--- src/rtl/msu_pkg.sv ---
package msu_pkg;
  localparam int unsigned NLINES = 4;
  // line index = flag bit; status bit = index + NLINES
  localparam int unsigned IDX_CTS = 0;
  localparam int unsigned IDX_DSR = 1;
  localparam int unsigned IDX_RI  = 2;
  localparam int unsigned IDX_CD  = 3;
  typedef logic [NLINES-1:0] line_vec_t;
endpackage

--- src/rtl/msu_sync.sv ---
module msu_sync #(
  parameter int unsigned WIDTH  = 4,
  parameter int unsigned STAGES = 2
) (
  input  logic             clk_i,
  input  logic             rst_ni,
  input  logic [WIDTH-1:0] d_i,
  output logic [WIDTH-1:0] q_o
);
  logic [STAGES-1:0][WIDTH-1:0] chain_q;

  always_ff @(posedge clk_i or negedge rst_ni) begin
    if (!rst_ni) begin
      chain_q <= '1; // inactive level of active-low pins
    end else begin
      chain_q[0] <= d_i;
      for (int s = 1; s < STAGES; s++) chain_q[s] <= chain_q[s-1];
    end
  end

  assign q_o = chain_q[STAGES-1];
endmodule

--- src/rtl/msu_delta.sv ---
module msu_delta
  import msu_pkg::*;
(
  input  logic      clk_i,
  input  logic      rst_ni,
  input  line_vec_t cur_i,
  input  logic      rd_i,
  output line_vec_t delta_o
);
  line_vec_t prev_q, hit, delta_q;

  for (genvar i = 0; i < NLINES; i++) begin : g_hit
    if (i == IDX_RI) begin : g_trail
      assign hit[i] = prev_q[i] & ~cur_i[i];
    end else begin : g_any
      assign hit[i] = prev_q[i] ^ cur_i[i];
    end
  end

  always_ff @(posedge clk_i or negedge rst_ni) begin
    if (!rst_ni) begin
      prev_q  <= '0;
      delta_q <= '0;
    end else begin
      prev_q  <= cur_i;
      delta_q <= hit | (delta_q & {NLINES{~rd_i}});
    end
  end

  assign delta_o = delta_q;

  p_flag_hold_r5: assert property (@(posedge clk_i) disable iff (!rst_ni)
    !rd_i |=> ((delta_q & $past(delta_q)) == $past(delta_q)));
  p_read_clear_r5: assert property (@(posedge clk_i) disable iff (!rst_ni)
    (rd_i && cur_i == prev_q) |=> delta_q == '0);
  p_ri_trailing_r4: assert property (@(posedge clk_i) disable iff (!rst_ni)
    $rose(delta_q[IDX_RI]) |-> ($past(prev_q[IDX_RI]) && !$past(cur_i[IDX_RI])));
endmodule

--- src/rtl/msu_flow.sv ---
module msu_flow (
  input  logic clk_i,
  input  logic rst_ni,
  input  logic auto_en_i,
  input  logic cts_ok_i,
  input  logic start_req_i,
  input  logic done_i,
  output logic grant_o
);
  logic busy_q;

  assign grant_o = ~busy_q & (~auto_en_i | cts_ok_i);

  always_ff @(posedge clk_i or negedge rst_ni) begin
    if (!rst_ni)                      busy_q <= 1'b0;
    else if (done_i)                  busy_q <= 1'b0;
    else if (start_req_i && grant_o)  busy_q <= 1'b1;
  end

  // a granted character is never cut short by CTS
  p_char_completes_r8: assert property (@(posedge clk_i) disable iff (!rst_ni)
    (busy_q && !done_i) |=> busy_q);
  p_one_at_a_time_r9: assert property (@(posedge clk_i) disable iff (!rst_ni)
    (grant_o && start_req_i && !done_i) |=> !grant_o);
endmodule

--- src/rtl/modem_status_unit.sv ---
module modem_status_unit
  import msu_pkg::*;
#(
  parameter bit          FULL_PINS_P = 1'b1,
  parameter int unsigned SYNC_STAGES = 2
) (
  input  logic       clk_i,
  input  logic       rst_ni,
  input  logic       cts_ni,
  input  logic       dsr_ni,
  input  logic       ri_ni,
  input  logic       cd_ni,
  input  logic [3:0] mctl_i,
  input  logic       loop_en_i,
  input  logic       ms_ie_i,
  input  logic       auto_cts_i,
  input  logic       status_rd_i,
  input  logic       char_start_req_i,
  input  logic       char_done_i,
  output logic [7:0] status_o,
  output logic       ms_irq_o,
  output logic       tx_grant_o
);
  line_vec_t pin_raw, pin_s, loop_v, live, delta;

  if (FULL_PINS_P) begin : g_full
    assign pin_raw = {cd_ni, ri_ni, dsr_ni, cts_ni};
  end else begin : g_lite
    assign pin_raw = {3'b111, cts_ni};
  end

  msu_sync #(.WIDTH(NLINES), .STAGES(SYNC_STAGES)) u_sync (
    .clk_i, .rst_ni, .d_i(pin_raw), .q_o(pin_s)
  );

  // loopback routing: RTS->CTS, DTR->DSR, OP1->RI, OP2->CD
  always_comb begin
    loop_v          = '0;
    loop_v[IDX_CTS] = mctl_i[1];
    loop_v[IDX_DSR] = mctl_i[0];
    loop_v[IDX_RI]  = mctl_i[2];
    loop_v[IDX_CD]  = mctl_i[3];
  end

  assign live = loop_en_i ? loop_v : ~pin_s;

  msu_delta u_delta (
    .clk_i, .rst_ni, .cur_i(live), .rd_i(status_rd_i), .delta_o(delta)
  );

  msu_flow u_flow (
    .clk_i, .rst_ni,
    .auto_en_i(auto_cts_i),
    .cts_ok_i(live[IDX_CTS]),
    .start_req_i(char_start_req_i),
    .done_i(char_done_i),
    .grant_o(tx_grant_o)
  );

  assign status_o = {live, delta};
  assign ms_irq_o = ms_ie_i & (|delta);

  p_irq_hold_r6: assert property (@(posedge clk_i) disable iff (!rst_ni)
    (ms_irq_o && !status_rd_i && ms_ie_i) |=> (ms_irq_o || !ms_ie_i));
  p_cts_latency_r1: assert property (@(posedge clk_i) disable iff (!rst_ni)
    (!loop_en_i && $past(!loop_en_i) && !$stable(status_o[4]))
      |-> (status_o[4] == !$past(cts_ni, 2)));

  if (!FULL_PINS_P) begin : g_lite_chk
    p_lite_quiet_r7: assert property (@(posedge clk_i) disable iff (!rst_ni)
      !loop_en_i |-> status_o[7:5] == 3'b000);
  end
endmodule

--- config.mk ---
export PLATFORM = sky130hd
export DESIGN_NAME = modem_status_unit
export DESIGN_NICKNAME = d
export VERILOG_FILES = /design/src/rtl/msu_pkg.sv /design/src/rtl/msu_sync.sv /design/src/rtl/msu_delta.sv /design/src/rtl/msu_flow.sv /design/src/rtl/modem_status_unit.sv
export SDC_FILE = /design/constraint.sdc
export NUM_CORES = 1
export LEC_CHECK = 0
export CAP_MARGIN = 20
export CORE_MARGIN = 2
export CORE_UTILIZATION = 35
export DETAILED_ROUTE_END_ITERATION = 8
export HOLD_SLACK_MARGIN = 0.1
export PLACE_DENSITY_LB_ADDON = 0.3
export SKIP_CTS_REPAIR_TIMING = 1
export SLEW_MARGIN = 20
export SYNTH_ARGS = -nofsm -noshare
export SYNTH_HDL_FRONTEND = slang
export SYNTH_SLANG_ARGS = --single-unit
--- constraint.sdc ---
create_clock -name clk_i -period 1.9 [get_ports clk_i]
set_clock_uncertainty 0.2 [all_clocks]
set_input_delay 0.285 -clock clk_i [delete_from_list [all_inputs] [get_ports clk_i]]
set_output_delay 0.285 -clock clk_i [all_outputs]
set_load 0.005 [all_outputs]
==> results.toml <==
[status]
status = "finished, final reports clean"

[detailed_routing]
totalWireLength_um = 1070
drt-initial-drc-count = 2
wl_per_cell_um = 10.9
viasPerCell = 4.68
drc = 0
vias = 459
firstDrtPassIters = 4
ant_nets = 0

[yosys]
seq_area_frac_synth = 0.707
synth_area_um2 = 616
ys_top_cells_by_count = "dfrtp_1 (9), dfstp_2 (8), nor2b_1 (6)"
avgSynthCellArea_um2 = 13.1
ys_async_sr_fraction = 1.00
yosysTopAreaCell = "dfrtp_1"
yosys_warnings = 0
synth_edf_count = 0
postSynthCellCount = 47
synth_area_leaders = "dfrtp_1 (37%), dfstp_2 (34%), mux2i_1 (6.5%), nor2b_1 (6.1%), inv_1 (3.0%)"
syn_nets = 63
yosysMostFrequentCell = "dfrtp_1"
ys_types = 14
yosys_register_bits = 17
ys.flop_type = "dfrtp_1"
synth_top_area_frac = 0.366

[global_routing]
grt_pass1_vias = 361
grt_max_degree = 18
grt_use_total = 0.109
grt_pass1_wl_um = 1470
antenna_found_initial = 0
overflow = 0

[finish]
fill_cells = 149
multi_input_area_um2 = 158
diodes = 0
regArea_um2 = 435
final_layout_size_suffix_gt1_frac = 0.235
fin_cells = 98
final_nets = 98
syn_to_final_growth_pct = 57.9

[placement]
globalplace.congestion = 0.618
dp_hpwl_um = 852
io_buffers = 25
post-place-cells = 93
post-place-ws_ns = -0.349

[sta]
timing.fmax_mhz = 571
slew_viol_final = 0
slew_headroom = 0.812
tightest_slew_ns = 0.281
fin_hold_ws_ns = 0.114
period_needed_ns = 1.75
setup_viol = 0
post-route-period-util = 0.922
rsz0062_at_grt = "no"
setup_ws_ns = 0.148
hold_violations = 0

[pwr]
powerDensity_nw_per_um2 = 750
power_frac_seq = 0.564
p_leak_nw = 0.480
p_comb_frac = 0.188
power.share.clock = 0.249
ir_drop_v = 0.000382
p_sw_frac = 0.220
p_int_uw = 569
finalPower_uw = 729
power.switching_uw = 160

[clock_tree]
clk-insertion-delay-late_ns = 0.28
cts_buffer_depth = 2
cts_tree = "done"
cts_root_buffer = "clkbuf_4"
numCtsBuffers = 3
cts_max_level = 1
clock-sinks = 17
clk_pin_slew_worst_paths_ns = 0.09

[setup_path]
end_kind = "output port"
slowest_stage = "dfstp_2"
worst-path-max-fanout = 4
path_class = "reg -> out"
crit_chain = "nor2_1, a21oi_2, a21oi_1, dlymetal6s2s_1"
worstPathArrival_ns = 1.27
required_ns = 1.41
crit_path_start_kind = "flop"
reg2reg_slack_ns = 0.49
critPathMaxStageDelay_ns = 0.53

[job]
max_cap_viol_count = 0

[floorplan]
rows = 15
core_area_um2 = 1690
initial_core_util = 0.364
die_h_um = 45.9
io_pins = 26
die_w_um = 45.9
dieArea_um2 = 2110

[worst_hold_path]
hold_path.class = "in -> async"
## power by group through the flow
stage | Clock (mW) | Sequential (mW) | Combinational (mW)
after CTS | 0.192 | 0.411 | 0.139
after detailed placement | 0 | 0.418 | 0.139
after global placement | 0 | 0.416 | 0.136
after floorplan | 0 | 0.416 | 0.0410
final | 0.181 | 0.411 | 0.137
after global routing | 0.211 | 0.414 | 0.151
## registers in the layout, summed over array words and instances (netlist names)
signal	count
u_sync.q_o	4
u_sync.chain_q	4
u_delta.prev_q	4
u_delta.delta_o	4
u_flow.busy_q	1
## cells by family (layout without fill, tap and decap cells)
group,Yosys count,count (layout),share of synthesized area
multiplexers,4,4,0.0650
AND/OR/NAND/NOR,13,13,0.104
AO/OA/AOI/OAI,7,7,0.0813
buffers and inverters,6,40,0.0427
flip-flops,17,17,0.707
## layout make-up
type / instances / area share
clock buffers: 4 / 0.0270
flip-flops and latches: 17 / 0.448
inverters: 5 / 0.0193
multi-input cells: 24 / 0.162
repair buffers: 31 / 0.322
well taps: 17 / 0.0219
## metal layers
layer / vias to the layer above / global-route usage / part of all wire / wire length (um)
li1: 222 / - / - / -
met1: 221 / 0.106 / 0.39 / 416
met2: 14 / 0.186 / 0.55 / 590
met3: 2 / 0.0357 / 0.049 / 52
met4: 0 / 0.0857 / 0.010 / 11
met5: - / 0 / 0 / 0
## placed cells by master (no fill, tap or decap), types with 2 or more instances in the layout
| master | instances |
|---|---|
| dfstp_2 | 8 |
| nand2_1 | 2 |
| buf_4 | 6 |
| inv_1 | 5 |
| dfrtp_1 | 9 |
| clkbuf_4 | 3 |
| nor2_1 | 5 |
| dlymetal6s2s_1 | 7 |
| nor2b_1 | 6 |
| mux2i_1 | 3 |
| clkdlybuf4s50_1 | 18 |
## critical path: cells and delay by family (launching register included)
kind                   cells  cell delay [ns]
AOI/OAI and AO/OA          2             0.27
buffers and inverters      1             0.15
DFF                        1             0.53
and+or+nand+nor            1             0.05
## final timing paths
check	from	to	cells after the start
max	u_sync.q_o[0]$_DFF_PN1_	tx_grant_o	4
min	rst_ni	u_delta.delta_o[0]$_DFF_PN0_	2
max reg2reg	u_sync.q_o[0]$_DFF_PN1_	u_delta.delta_o[0]$_DFF_PN0_	5
min reg2reg	u_sync.chain_q[2]$_DFF_PN1_	u_sync.q_o[2]$_DFF_PN1_	0
max in group asynchronous	rst_ni	u_sync.q_o[3]$_DFF_PN1_	2
min in group clk_i	u_sync.chain_q[2]$_DFF_PN1_	u_sync.q_o[2]$_DFF_PN1_	0
## stage by stage
step / util / instance area, um2 / setup TNS (ns)
final: 0.576 / 972 / 0
after global routing: 0.576 / 972 / 0
after CTS: 0.559 / 943 / -1.58
after detailed placement: 0.543 / 917 / -1.43
after global placement: 0.543 / 917 / -1.37
after floorplan: - / 616 / 0
(Power assumes the default switching activity.)
